<file path="src/rtl/acc_cpu_pkg.sv">
package acc_cpu_pkg;

    localparam int unsigned WORD_W    = 8;
    localparam int unsigned ADDR_W    = 5;
    localparam int unsigned OPC_W     = WORD_W - ADDR_W;
    localparam int unsigned MEM_DEPTH = 1 << ADDR_W;

    typedef logic [WORD_W-1:0] word_t;
    typedef logic [ADDR_W-1:0] addr_t;

    typedef enum logic [OPC_W-1:0] {
        OP_HALT  = 3'd0,
        OP_LOAD  = 3'd1,
        OP_STORE = 3'd2,
        OP_ADD   = 3'd3,
        OP_SUB   = 3'd4,
        OP_JUMP  = 3'd5,
        OP_JZERO = 3'd6,
        OP_JPOS  = 3'd7
    } opcode_e;

    typedef enum logic [2:0] {
        PH_FETCH_A,
        PH_FETCH_R,
        PH_DECODE,
        PH_OPER_A,
        PH_OPER_R,
        PH_EXEC,
        PH_STORE_W,
        PH_STOP
    } phase_e;

    typedef struct packed {
        logic mar_pc;
        logic mar_ir;
        logic mdr_mem;
        logic mdr_acc;
        logic ir_ld;
        logic pc_inc;
        logic pc_jump;
        logic acc_ld;
        logic acc_add;
        logic acc_sub;
        logic mem_we;
    } ctl_t;

    function automatic opcode_e op_of(input word_t w);
        return opcode_e'(w[WORD_W-1 -: OPC_W]);
    endfunction

    function automatic addr_t addr_of(input word_t w);
        return w[ADDR_W-1:0];
    endfunction

    function automatic logic take_branch(input opcode_e op, input word_t acc);
        case (op)
            OP_JUMP:  return 1'b1;
            OP_JZERO: return (acc == '0);
            OP_JPOS:  return (!acc[WORD_W-1]) && (acc != '0);
            default:  return 1'b0;
        endcase
    endfunction

endpackage

</file>
<file path="src/rtl/acc_cpu_mem.sv">
module acc_cpu_mem
    import acc_cpu_pkg::*;
(
    input  logic  clk,
    input  logic  rst,
    input  logic  we,
    input  addr_t addr,
    input  word_t wdata,
    output word_t rdata
);
    word_t cells [MEM_DEPTH];

    // Memory is never cleared; writes are blocked while reset is held.
    always_ff @(posedge clk) begin
        if (we && !rst) begin
            cells[addr] <= wdata;
        end
    end

    assign rdata = cells[addr];

    // a write lands at the addressed location
    a_r6_store_lands: assert property (@(posedge clk) disable iff (rst)
        we |=> (cells[$past(addr)] == $past(wdata)));

endmodule

</file>
<file path="src/rtl/acc_cpu_ctrl.sv">
module acc_cpu_ctrl
    import acc_cpu_pkg::*;
(
    input  logic  clk,
    input  logic  rst,
    input  word_t mdr,
    input  word_t ir,
    input  word_t acc,
    output ctl_t  ctl,
    output logic  halted
);
    phase_e phase_q, phase_d;

    always_ff @(posedge clk) begin
        if (rst) phase_q <= PH_FETCH_A;
        else     phase_q <= phase_d;
    end

    always_comb begin
        ctl     = '0;
        phase_d = phase_q;
        case (phase_q)
            PH_FETCH_A: begin
                ctl.mar_pc = 1'b1;
                phase_d    = PH_FETCH_R;
            end
            PH_FETCH_R: begin
                ctl.mdr_mem = 1'b1;
                phase_d     = PH_DECODE;
            end
            PH_DECODE: begin
                ctl.ir_ld  = 1'b1;
                ctl.pc_inc = 1'b1;
                case (op_of(mdr))
                    OP_HALT:                            phase_d = PH_STOP;
                    OP_LOAD, OP_STORE, OP_ADD, OP_SUB:  phase_d = PH_OPER_A;
                    default:                            phase_d = PH_EXEC;
                endcase
            end
            PH_OPER_A: begin
                ctl.mar_ir = 1'b1;
                if (op_of(ir) == OP_STORE) begin
                    ctl.mdr_acc = 1'b1;
                    phase_d     = PH_STORE_W;
                end else begin
                    phase_d     = PH_OPER_R;
                end
            end
            PH_OPER_R: begin
                ctl.mdr_mem = 1'b1;
                phase_d     = PH_EXEC;
            end
            PH_EXEC: begin
                case (op_of(ir))
                    OP_LOAD: ctl.acc_ld  = 1'b1;
                    OP_ADD:  ctl.acc_add = 1'b1;
                    OP_SUB:  ctl.acc_sub = 1'b1;
                    default: ctl.pc_jump = take_branch(op_of(ir), acc);
                endcase
                phase_d = PH_FETCH_A;
            end
            PH_STORE_W: begin
                ctl.mem_we = 1'b1;
                phase_d    = PH_FETCH_A;
            end
            default: phase_d = PH_STOP;
        endcase
    end

    assign halted = (phase_q == PH_STOP);

    // once stopped, stays stopped until reset
    a_r10_stop_sticky: assert property (@(posedge clk) disable iff (rst)
        halted |=> halted);

    // decode always follows the fetch read
    a_r2_decode_order: assert property (@(posedge clk) disable iff (rst)
        (phase_q == PH_FETCH_R) |=> (phase_q == PH_DECODE));

    // no memory write while stopped
    a_r10_no_write_stopped: assert property (@(posedge clk) disable iff (rst)
        halted |-> !ctl.mem_we);

endmodule

</file>
<file path="src/rtl/acc_cpu_dp.sv">
module acc_cpu_dp
    import acc_cpu_pkg::*;
(
    input  logic  clk,
    input  logic  rst,
    input  addr_t start_pc,
    input  ctl_t  ctl,
    input  word_t mem_rdata,
    output addr_t mar,
    output word_t mdr,
    output word_t ir,
    output word_t acc,
    output addr_t pc
);
    localparam addr_t PC_ONE = addr_t'(1);

    always_ff @(posedge clk) begin
        if (rst) begin
            pc  <= start_pc;
            acc <= '0;
            mar <= '0;
            mdr <= '0;
            ir  <= '0;
        end else begin
            if (ctl.mar_pc)       mar <= pc;
            else if (ctl.mar_ir)  mar <= addr_of(ir);

            if (ctl.mdr_mem)      mdr <= mem_rdata;
            else if (ctl.mdr_acc) mdr <= acc;

            if (ctl.ir_ld)        ir  <= mdr;

            if (ctl.pc_jump)      pc  <= addr_of(ir);
            else if (ctl.pc_inc)  pc  <= pc + PC_ONE;

            if (ctl.acc_ld)       acc <= mdr;
            else if (ctl.acc_add) acc <= acc + mdr;
            else if (ctl.acc_sub) acc <= acc - mdr;
        end
    end

    // sum wraps modulo 256
    a_r4_add_wraps: assert property (@(posedge clk) disable iff (rst)
        ctl.acc_add |=> (acc == word_t'($past(acc) + $past(mdr))));

    // difference wraps modulo 256
    a_r5_sub_wraps: assert property (@(posedge clk) disable iff (rst)
        ctl.acc_sub |=> (acc == word_t'($past(acc) - $past(mdr))));

    // increment wraps from the top address to 0
    a_r11_pc_wrap: assert property (@(posedge clk) disable iff (rst)
        (ctl.pc_inc && !ctl.pc_jump && (pc == '1)) |=> (pc == '0));

    // a taken jump lands on the address field
    a_r7_jump_target: assert property (@(posedge clk) disable iff (rst)
        ctl.pc_jump |=> (pc == addr_of($past(ir))));

endmodule

</file>
<file path="src/rtl/acc_cpu.sv">
module acc_cpu
    import acc_cpu_pkg::*;
(
    input  logic              clk,
    input  logic              rst,
    input  logic [ADDR_W-1:0] start_pc,
    output logic              halted,
    output logic [WORD_W-1:0] acc_dbg,
    output logic [ADDR_W-1:0] pc_dbg
);
    ctl_t  ctl;
    addr_t mar;
    addr_t pc;
    word_t mdr;
    word_t ir;
    word_t acc;
    word_t mem_rdata;

    acc_cpu_ctrl u_ctrl (
        .clk    (clk),
        .rst    (rst),
        .mdr    (mdr),
        .ir     (ir),
        .acc    (acc),
        .ctl    (ctl),
        .halted (halted)
    );

    acc_cpu_dp u_dp (
        .clk       (clk),
        .rst       (rst),
        .start_pc  (start_pc),
        .ctl       (ctl),
        .mem_rdata (mem_rdata),
        .mar       (mar),
        .mdr       (mdr),
        .ir        (ir),
        .acc       (acc),
        .pc        (pc)
    );

    acc_cpu_mem u_mem (
        .clk   (clk),
        .rst   (rst),
        .we    (ctl.mem_we),
        .addr  (mar),
        .wdata (mdr),
        .rdata (mem_rdata)
    );

    assign acc_dbg = acc;
    assign pc_dbg  = pc;

    // visible state frozen while halted
    a_r10_frozen: assert property (@(posedge clk) disable iff (rst)
        halted |=> ($stable(acc_dbg) && $stable(pc_dbg)));

endmodule

</file>
<file path="config.mk">
export PLATFORM = sky130hd
export DESIGN_NAME = acc_cpu
export DESIGN_NICKNAME = d
export VERILOG_FILES = /design/src/rtl/acc_cpu_pkg.sv /design/src/rtl/acc_cpu_mem.sv /design/src/rtl/acc_cpu_ctrl.sv /design/src/rtl/acc_cpu_dp.sv /design/src/rtl/acc_cpu.sv
export SDC_FILE = /design/constraint.sdc
export NUM_CORES = 1
export LEC_CHECK = 0
export BUFFER_PORTS_ARGS = -buffer_cell sky130_fd_sc_hd__buf_2
export CAP_MARGIN = 10
export CORE_MARGIN = 2
export CORE_UTILIZATION = 35
export CTS_CLUSTER_DIAMETER = 100
export CTS_CLUSTER_SIZE = 16
export DETAILED_ROUTE_END_ITERATION = 10
export HOLD_SLACK_MARGIN = 0.08
export PLACE_DENSITY = 0.57
export SLEW_MARGIN = 20
export SYNTH_ARGS = -nofsm -noshare
export SYNTH_HDL_FRONTEND = slang
export SYNTH_SLANG_ARGS = --single-unit
export TNS_END_PERCENT = 100
</file>
<file path="constraint.sdc">
create_clock -name clk -period 3.5 [get_ports clk]
set_input_delay 0.35 -clock clk [delete_from_list [all_inputs] [get_ports clk]]
set_output_delay 0.35 -clock clk [all_outputs]
set_load 0.005 [all_outputs]
</file>
==> impl_metrics.ini <==
[global_routing]
global_route_usage_over_all_layers = 0.151
grt_start_max_net_pins = 40
grt_first_pass_wirelength_um = 42100
gr-total-overflow = 0
first_global_vias = 6739
grt_antenna_before_repair = 0

[clocking]
cts_setup_buffers = 0
clock_tree.root_cell = sky130_fd_sc_hd__clkbuf_16
worst_skew_pair_latency_ns = 0.52
htreeDepth = 1
cts_tree = done
cts.clk_slew.worst_paths_ns = 0.08
clock-sinks = 298
number_of_cts_inserted_buffers = 22
cts-resized-gates = 0
clockBufferDepth = 3
postCtsHoldBufs = 0

[floorplanning]
chipHeight_um = 192
i_o_pin_total = 21
die-width_um = 192
rows = 68
floorplan.die_area_mm2 = 0.0370
core_area_mm2 = 0.0347
start_util = 0.358

[route]
route.detailed.drc = 0
antenna_left = 0
drt_first_iter_violations = 500
totalWireLength_um = 27500
avgRoutedWirePerCell_um = 21.8
detailedRoute.firstPassIterationCount = 5
detail_route.vias_per_cell = 5.23
num_vias = 6599

[sta]
timing.final.hold_violations = 0
finalSetupViolCount = 0
max_slew.worst_pin.slew_ns = 0.840
finalSetupTns_ns = 0
min_period_over_period = 0.846
period_minus_slack_ns = 2.96
report.final.slew_viol_count = 0
max_fclk_mhz = 338
setup_slack_ns = 0.541
clock-skew-final_ns = 0.0216
rsz0062_at_grt = false
slew-limit-headroom = 0.438

[setup_path]
worst_r2r_startpoint = u_dp.mdr[1]
worst-path-buf-inv = 1
cp_cell_sequence = inv_1 > ha_1 > nor2_1 > xor2_1 > ha_1 > and3_1 > o21ai_0 > a21boi_0 > o21a_1 > o32ai_1
cpPeakStageDelay_ns = 0.71
timing.critical_path.fanout_max = 16
timing.critical_path.required_ns = 3.91
critical_path.top_delay_family = compound AO/OA/AOI/OAI gates
rr_endpoint = u_dp.acc[5]
critical_path.slowest_cell = sky130_fd_sc_hd__dfxtp_1
worst_ep_arrival_time_ns = 3.37
worst-r2r-cell-count = 10
startpoint = u_dp.mdr[1]
critPathMostFrequentCell = sky130_fd_sc_hd__ha_1
critical_path_class = reg -> reg
end_kind = flop
crit_path_start_kind = flop
regToRegSetupSlack_ns = 0.54

[synthesis]
synth_cell_type_count = 55
synth.net_count = 774
yosys.area.top_type_share = 0.631
synth-edff-count = 261
yosys-mux-area-fraction = 0.150
yosys.cell_count.top_type = sky130_fd_sc_hd__edfxtp_1
syn-cell-area_mm2 = 0.0124
synth_area_leader_cell = sky130_fd_sc_hd__edfxtp_1
synth-simple-area-share = 0.0596
yosys-top-cells-area = sky130_fd_sc_hd__edfxtp_1, sky130_fd_sc_hd__mux2i_1, sky130_fd_sc_hd__dfxtp_1
post_synth_fa_ha_maj_area_fraction = 0.0127
synthesis.instances = 755
synth_area_per_cell_um2 = 16.4
yosysWarningCount = 0
synth_compound_gate_area_share = 0.0584
ys_seq_elements = 298
async_flop_share = 0
most_frequently_used_flop_master_after_synthesis = sky130_fd_sc_hd__edfxtp_1
post_synth_most_frequent_cells = sky130_fd_sc_hd__edfxtp_1, sky130_fd_sc_hd__mux2i_1, sky130_fd_sc_hd__nor2_1
dominant_combinational_cell_family_by_area_after_synthesis = multiplexers
seq_area_frac_synth = 0.691
yosys.area_share.xor_xnor = 0.00917

[placement]
place_hpwl_um = 17400
dpl_worst_slack_ns = 0.639
placed_cell_area_mm2 = 0.0132
io_buffers = 20
routabilityCongestion = 0.781

[cells_and_area]
area.growth.synth_to_final_pct = 11.1
final_area_mm2 = 0.0138
finish.utilization = 0.397
antenna-diode-count = 0
final_net_count = 810
share_of_post_route_cells_with_drive_strength_above_1 = 0.165

[pwr]
p_leak_uw = 0.00452
finalPower_uw = 7710
cellPowerDensity_mw_per_mm2 = 559
worst_ir_drop_vdd_v = 0.000289

[job]
maxCapViolations = 0

[hold_path]
hold_wc_path_type = in -> reg
min_to = u_dp.pc[3]
worstHoldStart = start_pc[3]
min_path_cells = 3

[run_status]
run_status = complete, no violations
==> metrics by stage <==
| step | hold WS, ns | cells |
|---|---|---|
| final | 0.111 | 1262 |
| after CTS | 0.0995 | 1262 |
| after detailed placement | 0.520 | 1222 |
| after global placement | 0.506 | 1222 |
| after floorplan | 0.477 | 755 |
| after global routing | 0.131 | 1262 |
==> flip-flops by register name, indices dropped and copies added, names as in the netlist, named ones only <==
name,cells
u_dp.ir,8
u_dp.mdr,8
u_mem.cells,256
u_dp.mar,5
u_ctrl.phase_q,3
u_dp.acc,8
u_dp.pc,5
==> layout by cell type (no fill, tap or decap), types with 11 or more instances in the layout <==
cell	n
sky130_fd_sc_hd__o21ai_0	13
sky130_fd_sc_hd__ha_1	11
sky130_fd_sc_hd__dfxtp_1	35
sky130_fd_sc_hd__buf_4	33
sky130_fd_sc_hd__nand2_1	34
sky130_fd_sc_hd__mux2_2	13
sky130_fd_sc_hd__mux2i_1	78
sky130_fd_sc_hd__clkbuf_1	16
sky130_fd_sc_hd__nor2_1	62
sky130_fd_sc_hd__a22oi_1	22
sky130_fd_sc_hd__clkbuf_16	23
sky130_fd_sc_hd__buf_2	20
sky130_fd_sc_hd__mux4_2	31
sky130_fd_sc_hd__a21oi_1	16
sky130_fd_sc_hd__edfxtp_1	261
==> final cells by class <==
cell class,count,area [µm²]
clock buffer,39,636
clock inverter,1,8.76
fill,3236,20900
inverter,4,15.0
multi-input combinational,410,3600
sequential,298,8580
tap,455,569
timing repair buffer,55,388
==> power by group <==
| part | leakage, µW | switching, µW | internal [µW] | total (µW) |
|---|---|---|---|---|
| clock | 0.000306 | 1160 | 1230 | 2400 |
| combinational | 0.00150 | 670 | 449 | 1120 |
| sequential | 0.00271 | 142 | 4050 | 4190 |
==> worst max-delay path by stage <==
stage,to,slack [ns],cells past startpoint
after floorplan,u_dp.acc[5],0.84,10
after global placement,u_dp.acc[5],0.71,10
after detailed placement,u_dp.acc[5],0.64,10
after CTS,u_dp.acc[5],0.62,10
after global routing,u_dp.acc[5],0.34,10
final,u_dp.acc[5],0.54,10
==> logic make-up after synthesis <==
| group | after synthesis |
|---|---|
| flops | 298 |
| compound gates | 101 |
| fa+ha+maj | 12 |
| simple gates | 153 |
| mux | 131 |
| buf+inv | 47 |
| xor+xnor | 13 |
==> routing by layer <==
layer  vias up  routed length (µm)  GRT usage
met5         -                   0          0
met4         0                 561     0.0379
met3        38                1660     0.0278
met2       186               12500      0.239
met1      3315               12700      0.216
li1       3060                   -          -
==> worst reg2reg max path, stage by stage (launching register included) <==
cell and delay (ns):
sky130_fd_sc_hd__dfxtp_1 0.71, sky130_fd_sc_hd__inv_1 0.14, sky130_fd_sc_hd__ha_1 0.24, sky130_fd_sc_hd__nor2_1 0.14, sky130_fd_sc_hd__xor2_1 0.23, sky130_fd_sc_hd__ha_1 0.30
sky130_fd_sc_hd__and3_1 0.17, sky130_fd_sc_hd__o21ai_0 0.33, sky130_fd_sc_hd__a21boi_0 0.19, sky130_fd_sc_hd__o21a_1 0.19, sky130_fd_sc_hd__o32ai_1 0.21
Power figures use the tool's default switching activity.
